### src/rtl/dag_pkg.sv
package dag_pkg;
  localparam int PTR_W  = 16;
  localparam int N_PTR  = 3;
  localparam int DISP_W = 6;

  typedef enum logic [2:0] {
    MODE_DIRECT  = 3'd0,
    MODE_IND     = 3'd1,
    MODE_DISP    = 3'd2,
    MODE_PREDEC  = 3'd3,
    MODE_POSTINC = 3'd4
  } dag_mode_e;

  localparam logic [PTR_W-1:0] IO_BASE   = 16'h0020;
  localparam logic [PTR_W-1:0] SRAM_BASE = 16'h0060;
endpackage

### src/rtl/dag_ptr_regs.sv
module dag_ptr_regs
  import dag_pkg::*;
(
  input  logic                        clk_i,
  input  logic                        rst_ni,
  input  logic                        wb_en_i,
  input  logic [1:0]                  wb_sel_i,
  input  logic [PTR_W-1:0]            wb_val_i,
  input  logic                        byte_we_i,
  input  logic [2:0]                  byte_idx_i,
  input  logic [7:0]                  byte_data_i,
  output logic [N_PTR-1:0][PTR_W-1:0] ptr_o
);
  for (genvar g = 0; g < N_PTR; g++) begin : g_ptr
    logic hit_wb, hit_byte;
    assign hit_wb   = wb_en_i && (wb_sel_i == 2'(g));
    assign hit_byte = byte_we_i && (byte_idx_i[2:1] == 2'(g));

    always_ff @(posedge clk_i or negedge rst_ni) begin
      if (!rst_ni) begin
        ptr_o[g] <= '0;
      end else if (hit_wb) begin
        ptr_o[g] <= wb_val_i;            // mode update beats byte write
      end else if (hit_byte) begin
        if (byte_idx_i[0]) ptr_o[g][15:8] <= byte_data_i;
        else               ptr_o[g][7:0]  <= byte_data_i;
      end
    end
  end
endmodule

### src/rtl/dag_agu.sv
module dag_agu
  import dag_pkg::*;
(
  input  logic [2:0]                  mode_i,
  input  logic [1:0]                  sel_i,
  input  logic [N_PTR-1:0][PTR_W-1:0] ptr_i,
  input  logic [DISP_W-1:0]           disp_i,
  input  logic [PTR_W-1:0]            direct_i,
  output logic [PTR_W-1:0]            addr_o,
  output logic                        upd_o,
  output logic [PTR_W-1:0]            upd_val_o
);
  logic [PTR_W-1:0] base, dec, inc;

  assign base = ptr_i[sel_i];
  assign dec  = base - 16'd1;
  assign inc  = base + 16'd1;

  always_comb begin
    addr_o    = base;
    upd_o     = 1'b0;
    upd_val_o = base;
    case (mode_i)
      MODE_DIRECT: addr_o = direct_i;
      MODE_DISP:   addr_o = (sel_i == 2'd0) ? base : base + PTR_W'(disp_i);
      MODE_PREDEC: begin
        addr_o    = dec;
        upd_o     = 1'b1;
        upd_val_o = dec;
      end
      MODE_POSTINC: begin
        upd_o     = 1'b1;
        upd_val_o = inc;
      end
      default: addr_o = base;
    endcase
  end
endmodule

### src/rtl/dag_decode.sv
module dag_decode
  import dag_pkg::*;
#(
  parameter int SRAM_BYTES = 512,
  localparam int OFF_W = $clog2(SRAM_BYTES)
) (
  input  logic [PTR_W-1:0] addr_i,
  output logic             rf_o,
  output logic             io_o,
  output logic             sram_o,
  output logic             unm_o,
  output logic [OFF_W-1:0] off_o
);
  localparam logic [PTR_W-1:0] SRAM_TOP = PTR_W'(int'(SRAM_BASE) + SRAM_BYTES - 1);

  logic [PTR_W-1:0] io_rel, sram_rel;
  assign io_rel   = addr_i - IO_BASE;
  assign sram_rel = addr_i - SRAM_BASE;

  always_comb begin
    rf_o   = 1'b0;
    io_o   = 1'b0;
    sram_o = 1'b0;
    unm_o  = 1'b0;
    off_o  = '0;
    if (addr_i < IO_BASE) begin
      rf_o  = 1'b1;
      off_o = OFF_W'(addr_i[4:0]);
    end else if (addr_i < SRAM_BASE) begin
      io_o  = 1'b1;
      off_o = OFF_W'(io_rel[5:0]);
    end else if (addr_i <= SRAM_TOP) begin
      sram_o = 1'b1;
      off_o  = sram_rel[OFF_W-1:0];
    end else begin
      unm_o = 1'b1;
    end
  end
endmodule

### src/rtl/data_addr_unit.sv
module data_addr_unit
  import dag_pkg::*;
#(
  parameter int SRAM_BYTES = 512,       // 256 or 512
  localparam int OFF_W = $clog2(SRAM_BYTES)
) (
  input  logic               clk_i,
  input  logic               rst_ni,
  input  logic               acc_valid_i,
  input  logic [2:0]         mode_i,
  input  logic [1:0]         ptr_sel_i,
  input  logic [DISP_W-1:0]  disp_i,
  input  logic [PTR_W-1:0]   direct_addr_i,
  input  logic               reg_we_i,
  input  logic [2:0]         reg_idx_i,
  input  logic [7:0]         reg_wdata_i,
  output logic [PTR_W-1:0]   addr_o,
  output logic               sel_rf_o,
  output logic               sel_io_o,
  output logic               sel_sram_o,
  output logic               unmapped_o,
  output logic [OFF_W-1:0]   offset_o
);
  logic [1:0]                  sel_n;
  logic [N_PTR-1:0][PTR_W-1:0] ptr_q;
  logic                        upd;
  logic [PTR_W-1:0]            upd_val;

  assign sel_n = (ptr_sel_i == 2'd3) ? 2'd2 : ptr_sel_i;

  dag_ptr_regs u_ptrs (
    .clk_i       (clk_i),
    .rst_ni      (rst_ni),
    .wb_en_i     (acc_valid_i && upd),
    .wb_sel_i    (sel_n),
    .wb_val_i    (upd_val),
    .byte_we_i   (reg_we_i),
    .byte_idx_i  (reg_idx_i),
    .byte_data_i (reg_wdata_i),
    .ptr_o       (ptr_q)
  );

  dag_agu u_agu (
    .mode_i    (mode_i),
    .sel_i     (sel_n),
    .ptr_i     (ptr_q),
    .disp_i    (disp_i),
    .direct_i  (direct_addr_i),
    .addr_o    (addr_o),
    .upd_o     (upd),
    .upd_val_o (upd_val)
  );

  dag_decode #(.SRAM_BYTES(SRAM_BYTES)) u_dec (
    .addr_i (addr_o),
    .rf_o   (sel_rf_o),
    .io_o   (sel_io_o),
    .sram_o (sel_sram_o),
    .unm_o  (unmapped_o),
    .off_o  (offset_o)
  );

  AST_PREDEC_WB: assert property (@(posedge clk_i) disable iff (!rst_ni)
    (acc_valid_i && mode_i == MODE_PREDEC) |=> ptr_q[$past(sel_n)] == $past(addr_o));
  AST_POSTINC_WB: assert property (@(posedge clk_i) disable iff (!rst_ni)
    (acc_valid_i && mode_i == MODE_POSTINC) |=>
      ptr_q[$past(sel_n)] == PTR_W'($past(addr_o) + 16'd1));
  AST_PTR_HOLD: assert property (@(posedge clk_i) disable iff (!rst_ni)
    (!reg_we_i && !(acc_valid_i && (mode_i == MODE_PREDEC || mode_i == MODE_POSTINC)))
      |=> $stable(ptr_q));
  AST_ONE_REGION: assert property (@(posedge clk_i) disable iff (!rst_ni)
    $onehot({sel_rf_o, sel_io_o, sel_sram_o, unmapped_o}));
  AST_UNMAPPED_OFS: assert property (@(posedge clk_i) disable iff (!rst_ni)
    unmapped_o |-> offset_o == '0);
  AST_RF_RANGE: assert property (@(posedge clk_i) disable iff (!rst_ni)
    sel_rf_o |-> (addr_o < 16'h20 && offset_o < OFF_W'(32)));
  AST_IO_RANGE: assert property (@(posedge clk_i) disable iff (!rst_ni)
    sel_io_o |-> offset_o < OFF_W'(64));
endmodule

### config.mk
export PLATFORM = sky130hd
export DESIGN_NAME = data_addr_unit
export DESIGN_NICKNAME = d
export VERILOG_FILES = /design/src/rtl/dag_pkg.sv /design/src/rtl/dag_ptr_regs.sv /design/src/rtl/dag_agu.sv /design/src/rtl/dag_decode.sv /design/src/rtl/data_addr_unit.sv
export SDC_FILE = /design/constraint.sdc
export NUM_CORES = 1
export LEC_CHECK = 0
export ABC_AREA = 0
export CAP_MARGIN = 5
export CORE_MARGIN = 2
export CORE_UTILIZATION = 52
export DETAILED_ROUTE_END_ITERATION = 10
export GPL_ROUTABILITY_DRIVEN = 1
export GPL_TIMING_DRIVEN = 0
export HOLD_SLACK_MARGIN = 0.06
export PLACE_DENSITY = 0.77
export SKIP_CTS_REPAIR_TIMING = 1
export SLEW_MARGIN = 20
export SYNTH_ARGS = -nofsm -noshare
export SYNTH_HDL_FRONTEND = slang
export SYNTH_SLANG_ARGS = --single-unit
### constraint.sdc
create_clock -name clk_i -period 11.8 [get_ports clk_i]
set_input_delay 1.77 -clock clk_i [delete_from_list [all_inputs] [get_ports clk_i]]
set_output_delay 1.77 -clock clk_i [all_outputs]
set_load 0.02 [all_outputs]
==> qor.yml <==
outcome: "complete, no violations"
clk_latency_ns: 0.31
initial_utilization_pct: 53.0
ys_types: 65
drc: 0
final_max_slew_viol_count: 0
numCtsBuffers: 5
end_kind: "output pin"
first_iter_violations: 376
synthArstFlopShare_pct: 100
overflow: 0
clock_sinks: 48
track_usage_pct: 30.8
syn-cell-area_um2: 4580
row_count: 34
ys_top_cells_by_area: "dfrtp_1 (26%), mux2i_1 (8.5%), mux2_2 (7.4%)"
core_area_um2: 8640
tightest_slew_ns: 0.863
min_path_type: "register to register"
synth-main-ff-cell: "dfrtp_1"
clk_pin_slew_ns: 0.09
io_pins: 71
finalSetupTns_ns: 0
cts_tree: "done"
r2r_setup_slack_ns: 8.47
max_stage_delay_ns: 0.63
vias: 4923
grt_pass1_wl_um: 23700
area_delta_synth_final_pct: 21.2
largest_reg_flops: 48
fin_nets: 710
hold_viol: 0
die_h_um: 97.8
dp_hpwl_um: 11600
die_x_um: 97.8
die_area_um2: 9570
ctsLongestPathBuffers: 2
yosysWarnings: 0
syn_inst: 585
ctsRootBufferMaster: "clkbuf_8"
wirelength_um: 15300
grt_max_degree: 33
syn_area_per_cell_um2: 7.83
synth-edff-count: 0
avgViaCountPerCell: 6.42
path_buf_inv: 5
vdd_drop_max_mv: 0.0769
top_regs: "u_ptrs.ptr_o x48"
ant_nets: 0
power_per_cell_area_nw_per_um2: 154
post-route-util_pct: 64.2
crit_chain: "clkdlybuf4s50_1 -> buf_6 -> mux2i_1 -> o21ai_0 -> clkbuf_1 -> ha_1 -> a21o_1 -> a21oi_1 -> a21boi_0 -> o21a_1 -> and3_1 -> o211ai_1 -> o32a_1 -> or4_4 -> buf_6 -> nor3b_1 -> clkdlybuf4s50_1"
relSlewSlack_pct: 40.8
drive_gt1_share_pct: 10.2
fmax_ghz: 0.114
crit_family: "compound AO/OA/AOI/OAI gates"
cellLeakagePower_nw: 2.18
dr.pass1.iters: 5
slowest_stage: "clkdlybuf4s50_1"
fin_crit_sh_pct: 74.1
diodes: 0
crit_path_max_fanout: 10
synth_top_area_share_pct: 26.2
grt_pass1_vias: 4587
regMostFlops: "u_ptrs.ptr_o"
required_ns: 10.03
critPathArrivalTime_ns: 6.97
cts_max_level: 2
ys_seq_elements: 48
synth_nets: 637
rsz0062_at_grt: "no"
power.total_uw: 855
antenna_found_initial: 0
gp_congestion: 0.893
worstSetupPathType: "input port to output pin"
fin_skew_ns: 0.00566
max_cap_viol_count: 0
place_inst: 759
layout_min_cycle_time_ns: 8.74
yosysTopAreaCell: "dfrtp_1"
setup_viol: 0
seq_area_frac_synth_pct: 26.2
fin_cells: 767
cp-start-kind: "input port"
wl_per_cell_um: 19.9
io_buffers: 65
worst paths after layout:
path,start,end,cells past startpoint
max,ptr_sel_i[0],offset_o[4],17
min,u_ptrs.ptr_o[38],u_ptrs.ptr_o[38],2
max reg2reg,u_ptrs.ptr_o[3],u_ptrs.ptr_o[44],10
min reg2reg,u_ptrs.ptr_o[38],u_ptrs.ptr_o[38],2
max in group asynchronous,rst_ni,u_ptrs.ptr_o[22],2
min in group asynchronous,rst_ni,u_ptrs.ptr_o[36],1
through the flow:
step	setup slack (ns)	instance area (um^2)	hold slack, ns
global placement	3.21	5360	0.559
detailed placement	3.14	5390	0.572
floorplan	4.55	4580	0.536
finish	3.06	5550	0.588
global route	2.69	5550	0.626
CTS	3.14	5550	0.593
cell usage after synthesis (all sizes together), types with 3 or more instances:
cell    instances
o21ai          72
mux2i          39
nand4b          4
a21o            5
or3             4
xor2            9
a31oi           5
nand4           6
inv             8
xnor2          17
o221ai          4
nand3          15
clkbuf         24
nand2          73
a22oi           4
nor3b           9
nor4           10
nor3           14
buf            13
ha              9
and2            3
or2             4
a211oi          3
dfrtp          48
a21oi          46
nor2           64
o211ai          7
o21a            7
mux2           31
logic make-up after synthesis:
logic type | after synthesis | share of synthesized area, %
and+or+nand+nor | 214 | 22.5
adders and majority gates | 10 | 2.90
AOI/OAI and AO/OA | 172 | 22.7
muxes | 70 | 16.2
buffers and inverters | 45 | 4.48
DFF | 48 | 26.2
xor gates and xnor gates | 26 | 4.97
cells in the final DEF, fill, tap and decap left out, drive strengths merged, types with 2 or more instances in the layout:
cell type | Yosys | routed
nand2 | 73 | 73
o21ai | 72 | 72
clkdlybuf4s50 | 0 | 64
nor2 | 64 | 64
dfrtp | 48 | 48
a21oi | 46 | 46
mux2i | 39 | 39
mux2 | 31 | 31
clkbuf | 24 | 29
xnor2 | 17 | 17
nand3 | 15 | 15
buf | 13 | 15
nor3 | 14 | 14
nor4 | 10 | 10
xor2 | 9 | 9
nor3b | 9 | 9
ha | 9 | 9
inv | 8 | 8
o21a | 7 | 7
o211ai | 7 | 7
nand4 | 6 | 6
a21o | 5 | 5
a31oi | 5 | 5
a22oi | 4 | 4
or3 | 4 | 4
nand4b | 4 | 4
o221ai | 4 | 4
or2 | 4 | 4
a211oi | 3 | 3
and2 | 3 | 3
bufinv | 0 | 3
o32a | 2 | 2
a311oi | 2 | 2
o32ai | 2 | 2
a32oi | 2 | 2
nor4b | 2 | 2
or4 | 2 | 2
power by group:
group | internal, mW | switching [mW] | leakage [nW] | total, mW
logic | 0.185 | 0.265 | 1.53 | 0.451
clock network | 0.106 | 0.0578 | 0.0784 | 0.164
registers | 0.213 | 0.0284 | 0.575 | 0.241
final cells by class:
type | count | area [um^2]
Buffer | 37 | 175
Sequential cell | 48 | 1200
Fill cell | 789 | 3090
Timing Repair Buffer | 66 | 666
Clock inverter | 3 | 90.1
Tap cell | 108 | 135
Inverter | 8 | 30.0
Clock buffer | 5 | 68.8
Multi-Input combinational cell | 492 | 3180
worst reg2reg max path, delay by kind of cell, from the launching register on:
kind | cells | cell delay (ns)
muxes | 1 | 0.08
AOI/OAI and AO/OA | 6 | 1.45
DFF | 1 | 0.39
buffers and inverters | 1 | 0.41
and+or+nand+nor | 2 | 0.88
metal layers:
metal  vias to the layer above  share of wire (%)  GRT usage (%)
met4                         0                1.1           6.09
met5                         -                  0              0
met1                      2379                 42           42.7
li1                       2293                  -              -
met2                       230                 49           52.2
met3                        21                7.8           3.94
Power figures use the tool's default switching activity.
